$ cat src/rtl/eml_pkg.sv
package eml_pkg;

    typedef enum logic [2:0] {
        ST_IDLE,
        ST_LOAD,
        ST_STEP,
        ST_ACC_LO,
        ST_ACC_HI
    } eml_state_e;

    typedef struct packed {
        logic sgn;
        logic accum;
    } eml_mode_t;

    function automatic logic uniform_bits(input logic [63:0] v, input int unsigned n);
        logic [63:0] mask;
        logic [63:0] sel;
        mask = (n >= 64) ? '1 : ((64'd1 << n) - 64'd1);
        sel  = v & mask;
        return (sel == 64'd0) || (sel == mask);
    endfunction

endpackage

$ cat src/rtl/eml_span.sv
module eml_span #(
    parameter int OP_W      = 32,
    parameter int DIG_W     = 8,
    parameter int MIN_STEPS = 2,
    localparam int NDIG     = OP_W / DIG_W,
    localparam int CNT_W    = $clog2(NDIG + 1)
) (
    input  logic [OP_W-1:0]  mcand,
    input  logic [OP_W-1:0]  mplier,
    input  logic             sgn,
    output logic [CNT_W-1:0] steps
);

    logic [OP_W-1:0] rest;

    always_comb begin
        steps = CNT_W'(NDIG);
        rest  = '0;
        for (int k = NDIG; k >= MIN_STEPS; k--) begin
            if (sgn)
                rest = $unsigned($signed(mplier) >>> (k * DIG_W - 1));
            else
                rest = mplier >> (k * DIG_W);
            if ((rest == '0) || (&rest))
                steps = CNT_W'(k);
        end
        if ((mcand == '0) || (mplier == '0))
            steps = CNT_W'(MIN_STEPS);
    end

    always_comb begin
        a_r4_steps_range: assert (steps >= CNT_W'(MIN_STEPS) && steps <= CNT_W'(NDIG));
    end

endmodule

$ cat src/rtl/eml_pp.sv
module eml_pp #(
    parameter int OP_W   = 32,
    parameter int DIG_W  = 8,
    localparam int NDIG  = OP_W / DIG_W,
    localparam int CNT_W = $clog2(NDIG + 1),
    localparam int ACC_W = 2 * OP_W,
    localparam int PPW   = OP_W + DIG_W + 2
) (
    input  logic [OP_W-1:0]  mcand,
    input  logic [OP_W-1:0]  mplier,
    input  logic [CNT_W-1:0] idx,
    input  logic             sgn,
    input  logic             last,
    output logic [ACC_W-1:0] pp
);

    logic [DIG_W-1:0]       digit;
    logic signed [PPW-1:0]  a_w;
    logic signed [PPW-1:0]  d_w;
    logic signed [PPW-1:0]  prod;
    logic                   a_top;
    logic                   d_top;

    always_comb begin
        digit = mplier[idx * DIG_W +: DIG_W];
        a_top = sgn & mcand[OP_W-1];
        d_top = sgn & last & digit[DIG_W-1];
        a_w   = $signed({{(PPW - OP_W){a_top}}, mcand});
        d_w   = $signed({{(PPW - DIG_W){d_top}}, digit});
        prod  = a_w * d_w;
        pp    = {{(ACC_W - PPW){prod[PPW-1]}}, prod} << (idx * DIG_W);
    end

endmodule

$ cat src/rtl/eml_adder.sv
module eml_adder #(
    parameter int HALF_W = 32
) (
    input  logic [HALF_W-1:0] x,
    input  logic [HALF_W-1:0] y,
    input  logic              cin,
    output logic [HALF_W-1:0] sum,
    output logic              cout
);

    always_comb begin
        {cout, sum} = {1'b0, x} + {1'b0, y} + {{HALF_W{1'b0}}, cin};
    end

endmodule

$ cat src/rtl/eml_longmul.sv
module eml_longmul
    import eml_pkg::*;
#(
    parameter int OP_W      = 32,
    parameter int DIG_W     = 8,
    parameter int MIN_STEPS = 2,
    localparam int NDIG     = OP_W / DIG_W,
    localparam int CNT_W    = $clog2(NDIG + 1),
    localparam int ACC_W    = 2 * OP_W,
    localparam int RUN_W    = $clog2(NDIG + 4)
) (
    input  logic             clk,
    input  logic             rst,
    input  logic             start,
    input  logic             signed_mode,
    input  logic             accum_mode,
    input  logic [OP_W-1:0]  mcand,
    input  logic [OP_W-1:0]  mplier,
    input  logic [ACC_W-1:0] addend,
    output logic             busy,
    output logic             done,
    output logic [ACC_W-1:0] result
);

    eml_state_e        state_q;
    eml_mode_t         mode_q;
    logic [OP_W-1:0]   a_q, b_q;
    logic [ACC_W-1:0]  acc_q, sum_q, result_q;
    logic [CNT_W-1:0]  nsteps_q, idx_q, span_steps;
    logic              carry_q, done_q, last_step, acc_hi_zero;
    logic [RUN_W-1:0]  run_cnt;
    logic [ACC_W-1:0]  pp, sum_next;
    logic [OP_W-1:0]   add_x, add_y, add_sum, hi_inc;
    logic              add_cin, add_cout;

    eml_span #(.OP_W(OP_W), .DIG_W(DIG_W), .MIN_STEPS(MIN_STEPS)) u_span (
        .mcand (a_q),
        .mplier(b_q),
        .sgn   (mode_q.sgn),
        .steps (span_steps)
    );

    eml_pp #(.OP_W(OP_W), .DIG_W(DIG_W)) u_pp (
        .mcand (a_q),
        .mplier(b_q),
        .idx   (idx_q),
        .sgn   (mode_q.sgn),
        .last  (last_step),
        .pp    (pp)
    );

    eml_adder #(.HALF_W(OP_W)) u_add (
        .x   (add_x),
        .y   (add_y),
        .cin (add_cin),
        .sum (add_sum),
        .cout(add_cout)
    );

    always_comb begin
        last_step   = (idx_q == nsteps_q - CNT_W'(1));
        sum_next    = sum_q + pp;
        acc_hi_zero = (acc_q[ACC_W-1:OP_W] == '0);
        if (state_q == ST_ACC_HI) begin
            add_x   = sum_q[ACC_W-1:OP_W];
            add_y   = acc_q[ACC_W-1:OP_W];
            add_cin = carry_q;
        end else begin
            add_x   = sum_q[OP_W-1:0];
            add_y   = acc_q[OP_W-1:0];
            add_cin = 1'b0;
        end
        hi_inc = sum_q[ACC_W-1:OP_W] + OP_W'(add_cout);
    end

    always_ff @(posedge clk) begin
        if (rst) begin
            state_q  <= ST_IDLE;
            mode_q   <= '0;
            a_q      <= '0;
            b_q      <= '0;
            acc_q    <= '0;
            sum_q    <= '0;
            result_q <= '0;
            nsteps_q <= CNT_W'(MIN_STEPS);
            idx_q    <= '0;
            carry_q  <= 1'b0;
            done_q   <= 1'b0;
            run_cnt  <= '0;
        end else begin
            done_q <= 1'b0;
            if (state_q != ST_IDLE)
                run_cnt <= run_cnt + RUN_W'(1);
            case (state_q)
                ST_IDLE: begin
                    if (start) begin
                        a_q          <= mcand;
                        b_q          <= mplier;
                        acc_q        <= addend;
                        mode_q.sgn   <= signed_mode;
                        mode_q.accum <= accum_mode;
                        run_cnt      <= '0;
                        state_q      <= ST_LOAD;
                    end
                end
                ST_LOAD: begin
                    nsteps_q <= span_steps;
                    idx_q    <= '0;
                    sum_q    <= '0;
                    state_q  <= ST_STEP;
                end
                ST_STEP: begin
                    sum_q <= sum_next;
                    idx_q <= idx_q + CNT_W'(1);
                    if (last_step) begin
                        if (mode_q.accum) begin
                            state_q <= ST_ACC_LO;
                        end else begin
                            result_q <= sum_next;
                            done_q   <= 1'b1;
                            state_q  <= ST_IDLE;
                        end
                    end
                end
                ST_ACC_LO: begin
                    sum_q[OP_W-1:0] <= add_sum;
                    if (acc_hi_zero) begin
                        sum_q[ACC_W-1:OP_W] <= hi_inc;
                        result_q <= {hi_inc, add_sum};
                        done_q   <= 1'b1;
                        state_q  <= ST_IDLE;
                    end else begin
                        carry_q <= add_cout;
                        state_q <= ST_ACC_HI;
                    end
                end
                ST_ACC_HI: begin
                    sum_q[ACC_W-1:OP_W] <= add_sum;
                    result_q <= {add_sum, sum_q[OP_W-1:0]};
                    done_q   <= 1'b1;
                    state_q  <= ST_IDLE;
                end
                default: state_q <= ST_IDLE;
            endcase
        end
    end

    assign busy   = (state_q != ST_IDLE);
    assign done   = done_q;
    assign result = result_q;

    // one-cycle completion pulse, never overlapping busy
    a_r7_done_pulse: assert property (@(posedge clk) disable iff (rst)
        done |=> !done);
    a_r7_idle_at_done: assert property (@(posedge clk) disable iff (rst)
        done |-> !busy);

    // latched job inputs stay put while the job runs
    a_r8_job_stable: assert property (@(posedge clk) disable iff (rst)
        (busy && $past(busy)) |-> ($stable(a_q) && $stable(b_q) && $stable(acc_q)));

    // a zero operand always takes the minimum digit count
    a_r5_zero_min: assert property (@(posedge clk) disable iff (rst)
        (state_q == ST_STEP && (a_q == '0 || b_q == '0)) |-> nsteps_q == CNT_W'(MIN_STEPS));

    // a zero upper addend half finishes straight from the low-half cycle
    a_r6_hi_skip: assert property (@(posedge clk) disable iff (rst)
        (state_q == ST_ACC_LO && acc_hi_zero) |=> (done && state_q == ST_IDLE));

    // latency stays within the bounds that the digit count allows
    a_r4_latency_window: assert property (@(posedge clk) disable iff (rst)
        done |-> (run_cnt >= RUN_W'(MIN_STEPS + 1) && run_cnt <= RUN_W'(NDIG + 3)));

    // plain result matches a full-width reference multiply
    a_r2_plain_product: assert property (@(posedge clk) disable iff (rst)
        (done && !mode_q.accum) |-> result == (mode_q.sgn
            ? ACC_W'($signed({{OP_W{a_q[OP_W-1]}}, a_q}) * $signed({{OP_W{b_q[OP_W-1]}}, b_q}))
            : ACC_W'({{OP_W{1'b0}}, a_q} * {{OP_W{1'b0}}, b_q})));

endmodule

$ cat config.mk
export PLATFORM = sky130hd
export DESIGN_NAME = eml_longmul
export DESIGN_NICKNAME = d
export VERILOG_FILES = /design/src/rtl/eml_pkg.sv /design/src/rtl/eml_span.sv /design/src/rtl/eml_pp.sv /design/src/rtl/eml_adder.sv /design/src/rtl/eml_longmul.sv
export SDC_FILE = /design/constraint.sdc
export NUM_CORES = 2
export LEC_CHECK = 0
export CORE_MARGIN = 2
export CORE_UTILIZATION = 65
export DETAILED_ROUTE_END_ITERATION = 6
export DONT_BUFFER_PORTS = 1
export HOLD_SLACK_MARGIN = 0.12
export PLACE_DENSITY = 0.81
export SETUP_SLACK_MARGIN = 0.2
export SYNTH_ARGS = -nofsm -noshare
export SYNTH_HDL_FRONTEND = slang
export SYNTH_SLANG_ARGS = --single-unit
$ cat constraint.sdc
create_clock -name clk -period 19.1 [get_ports clk]
set_input_delay 2.865 -clock clk [delete_from_list [all_inputs] [get_ports clk]]
set_output_delay 2.865 -clock clk [all_outputs]
set_load 0.02 [all_outputs]
# Word-level counts from Yosys, hierarchy flattened
# Index checks and enable logic that the tools add are counted.
# totals
regBits,269
inputBits,133
output_inout_bits,66
wordCells,81
# classes
add_sub_neg,6
multipliers,1
n_eq_ne,9
n_shift,2
muxes,25
n_bitwise,4
n_reduce_logical,21
# ops
op,count
$mux 64,3
$pmux 64 s3,1
$logic_not 32->1,5
$mux 32,5
$pmux 32 s4,1
$pmux 32 s3,1
$add 64x64->64,1
$reduce_and 32->1,2
$shl 64x6->64,1
$mul 33x9->42,1
$add 32x32->33,1
$add 33x1->33,1
$add 32x1->32,1
$shiftx 32x7->8,1
$mux 3,6
$pmux 3 s4,1
$reduce_bool 3->1,3
$reduce_and 2->1,4
$eq 3x2->1 const B,2
$ne 2x2->1 const B,3
$pmux 3 s2,1
$mux 1,4
$reduce_and 4->1,1
$reduce_bool 4->1,1
13 further kinds,17

# Logic depth before layout (Yosys ltp)
# logic_depth
ltp_word,10
mapped_depth,42
mapped_depth_nobuf,40

# Hierarchy
# From an unflattened synthesis, not the netlist that was laid out.
# hier_totals
cells_unflattened,3711
area_unflattened_um2,29449.5
# by_module_without_submodules
mod,instances,cells_each,area_each_um2,seq_area_each_um2
eml_longmul,1,2080,15971.6,5385.2
eml_pp,1,1349,11469.8,0.0
eml_adder,1,244,1750.4,0.0
eml_span,1,38,257.7,0.0

# Least setup slack after synthesis
# Ideal clock, no wire load.
# synth_path
kind,register to register
startpoint,reg idx_q[0]
endpoint,reg sum_q[63]
setup_time_ps,126
arrival_ps,9406
t_required_ps,18974
setup_slack_ps,9568
path_stages_with_launch,42
path_buffers,6
period_less_slack_ps,9532
cell_sequence,dfxtp_1 clkbuf_1 clkbuf_1 mux4_2 and2_1 clkbuf_1 clkbuf_1 nand2_1 fa_1 inv_1 fa_1 inv_1 fa_1 inv_1 fa_1 ha_1 ha_1 clkbuf_1 [6 not listed] o211ai_1 nand2_1 mux2_2 or3_1 o211ai_1 ha_1 buf_2 a21o_1 a21o_1 a21o_1 a22oi_1 o21ai_0 a221o_1 a31o_2 a221o_1 a21oi_1 xnor2_1 o21ai_1
# synth_via
elab_chain_len,7
word_cells_on_any_way,8
cone_classes,1 x add/sub; 1 x mul; 1 x eq/ne; 2 x shift; 1 x mux; 2 x bitwise
# synth_rtl
element,line_no,rtl
"start, declared",eml_longmul.sv:29,"logic [CNT_W-1:0] nsteps_q, idx_q, span_steps;"
"start signal, assigned",eml_longmul.sv:114,idx_q <= idx_q + CNT_W'(1);
"parallel branches: the longest is 4 deep, another holds $mul 33x9->42",--,
$shl 64x6->64 *,eml_pp.sv:31,"pp = {{(ACC_W - PPW){prod[PPW-1]}}, prod} << (idx * DIG_W);"
$add 64x64->64 *,eml_longmul.sv:62,sum_next = sum_q + pp;
$pmux 32 s4 *,eml_longmul.sv:94,case (state_q)
"end signal, assigned",eml_longmul.sv:113,sum_q <= sum_next;
"end signal, assigned by index",eml_longmul.sv:126,sum_q[OP_W-1:0] <= add_sum;
"end signal, assigned by index",eml_longmul.sv:128,sum_q[ACC_W-1:OP_W] <= hi_inc;
"end, declared",eml_longmul.sv:28,"logic [ACC_W-1:0] acc_q, sum_q, result_q;"
# Every way passes the cells marked *.
# A chain may end at the register's enable or synchronous reset.

# Worst setup path in the final report
# layout_path
startpoint,reg idx_q[2]
endpoint,reg sum_q[51]
# Same word-level chain as after synthesis.

==> metrics.txt <==
DRC 5; Pwr Total between 0.0015 and 0.002 W; Slew Limit Fails 0; vias in the first global route 26200; placed cell count between 4000 and 5000; Hold Fails Final Rpt 0; crit end category flip-flop; sequential area share after synthesis 0.185; measured slew at the worst slew-check pin 1170 ps; Resize count post-CTS 0; H-tree lvl count 1; Longest Clk Path Bufs 3; area grow syn2layout 3.57%; final setup TNS 0 ps; cts hold-fix bufs 0; Relative slew margins 0.218; crit path DAT 12120 ps; CTS tree yes; ANT nets after route 0; die width 216 um; CTS clk-pin slew, worst paths around 70 ps; clk root buf clkbuf_16; total grt overflow 0; Startpoint Class flip-flop; syn_nets roughly 4400; nets ~4200; FF+latch count, synth between 200 and 300; Num CTS Buffers 31; failing checks design-rule violations; DP Area 29200 um2; post-route clock period utilization 0.606; Rows between 70 and 80; class of the worst hold path reg2reg; Core ar. ~44000 um2; RePlAce Congestion between 1 and 1.5; slowest stage delay, CP around 630 ps; per-cell routed wire length between 20 and 25 um; clock sink count around 270; leakage 14.2 nW; starting density of the core 0.660; async set or reset register ratio after synthesis 0; # IOs between 150 and 200; EDFF count, synth 0; final WL roughly 97000 um; HPWL Detailed 73800 um; worst-path maximum fanout around 140; Vias/cell 6.47; CP max stage cell clkinv_2; worst-skew pair later-pin latency ~630 ps; initial antenna violation count 3; Peak supply drop 0.0000748 V; first-pass GRT wire length approximately 150000 um; synth unique cells 94; Max Fclk between 80 and 90 MHz; GRT Util Overall 0.410; pin count of the biggest net entering global routing 190; PD cells around 61 nW/um2; Cells after Synth roughly 3900; Port Buf Inserts 0; Top cell by count, worst path fa_1; Final Skew roughly 17 ps; Syn Std Cell Area 29200 um2; RSZ-0062 raised after global routing false; Final Non-Filler Cells 4287; share of cells above drive strength 1 0.0393; Critical Path RT roughly 20000 ps; # Post-CTS Setup Buffers 0; critical path class reg2reg; via count approximately 28000; ys flop type dfxtp_1; Ys Warns 0; Tmin final ~12000 ps; max-cap violations 0; TritonRoute pass-1 iters 7; DR iter-0 viols roughly 3300; Chip Height between 200 and 250 um; Setup-failing EPs final 0; Die ar. 46600 um2; status complete, but fails checks; finished layout cell area 30200 um2; Avg Inst Size Synth around 7.5 um2
==> cells in the final DEF, fill, tap and decap left out, drive strengths merged, types with 32 or more instances in the layout <==
cell type	count
dfxtp	269
xor2	64
a21o	70
a221oi	43
clkbuf	37
nor3	35
nor2	209
xnor2	97
and3	194
ha	184
nand2	754
nand3	52
fa	241
a22oi	39
a211oi	32
nor4	35
o21ai	182
nand4	33
a21oi	381
inv	338
==> cell usage after synthesis, drive strengths merged (9+ instances only) <==
cell type,instances,area share
a211oi,32,0.0088
mux2i,17,0.0058
and2,26,0.0056
clkbuf,244,0.031
nand2,754,0.097
dfxtp,269,0.18
o211ai,26,0.0067
a221o,11,0.0038
nor3,35,0.0060
nor2b,19,0.0041
a221oi,43,0.013
a211o,9,0.0027
nor4,35,0.0077
nand2b,25,0.0054
a311oi,9,0.0031
xnor2,97,0.029
or3,11,0.0024
a31oi,26,0.0056
o21ai,182,0.031
xor2,64,0.019
a22oi,39,0.010
o22ai,15,0.0032
nand4,33,0.0071
o221ai,11,0.0033
or2,12,0.0026
inv,331,0.043
nor2,209,0.027
ha,184,0.079
a21oi,381,0.066
o21a,24,0.0062
a21o,70,0.018
o21bai,22,0.0057
nand3,52,0.0091
buf,17,0.0027
and3,194,0.042
fa,241,0.17
==> stage by stage <==
stage          utilization  worst slack, ps  hold slack (ps)
5_1_grt              0.683             6930              469
2_1_floorplan            -             9570              437
4_1_cts              0.683             7790              453
3_3_place_gp         0.659             7950              441
3_5_place_dp         0.659             7860              445
6_report             0.683             7520              455
==> kinds of logic after synthesis <==
| kind of cell | synth area share |
|---|---|
| AND/OR/NAND/NOR | 0.222 |
| AO/OA/AOI/OAI | 0.208 |
| buffers and inverters | 0.0767 |
| adder cells (fa/ha/maj) | 0.244 |
| flip-flops | 0.185 |
| XOR/XNOR | 0.0491 |
| multiplexers | 0.0152 |
==> path summary, 6_finish.rpt <==
path	startpoint	endpoint	slack [ps]	cells past startpoint
min	acc_q[21]	acc_q[21]	460	2
max reg2reg	idx_q[2]	sum_q[51]	7520	34
max	idx_q[2]	sum_q[51]	7520	34
min reg2reg	acc_q[21]	acc_q[21]	460	2
==> per-layer routing <==
metal	GRT usage	up-vias	part of all wire
li1	-	12800	-
met1	0.514	13200	0.39
met2	0.658	1425	0.45
met3	0.0751	350	0.089
met4	0.253	4	0.073
met5	0	-	0.00031
==> sequential cells by signal, indices dropped and copies added (netlist names) <==
register / count
mode_q: 2
carry_q: 1
state_q: 3
acc_q: 64
done: 1
nsteps_q: 3
b_q: 32
idx_q: 3
result: 64
sum_q: 64
a_q: 32
==> final cells by class <==
class,instances,area (um2)
sequential,269,5390
inverter,331,1240
clock buffer,37,838
tap,592,741
antenna,1,2.50
multi-input combinational,3011,21600
fill,3766,14000
timing repair buffer,25,188
clock inverter,21,219
==> critical path, delay by kind of cell (launching register included) <==
| family | cells | cell delay (ps) |
|---|---|---|
| fa+ha+maj | 7 | 3110 |
| simple gates | 7 | 1610 |
| xor+xnor | 2 | 670 |
| flops | 1 | 310 |
| buf+inv | 6 | 2220 |
| compound gates | 12 | 3480 |
==> power breakdown <==
part           internal (W)  switching [W]  total (W)
clock network      0.000347       0.000286   0.000633
logic              0.000175       0.000372   0.000547
registers          0.000602      0.0000720   0.000674
Note: power is estimated with default switching activity, not from simulation.
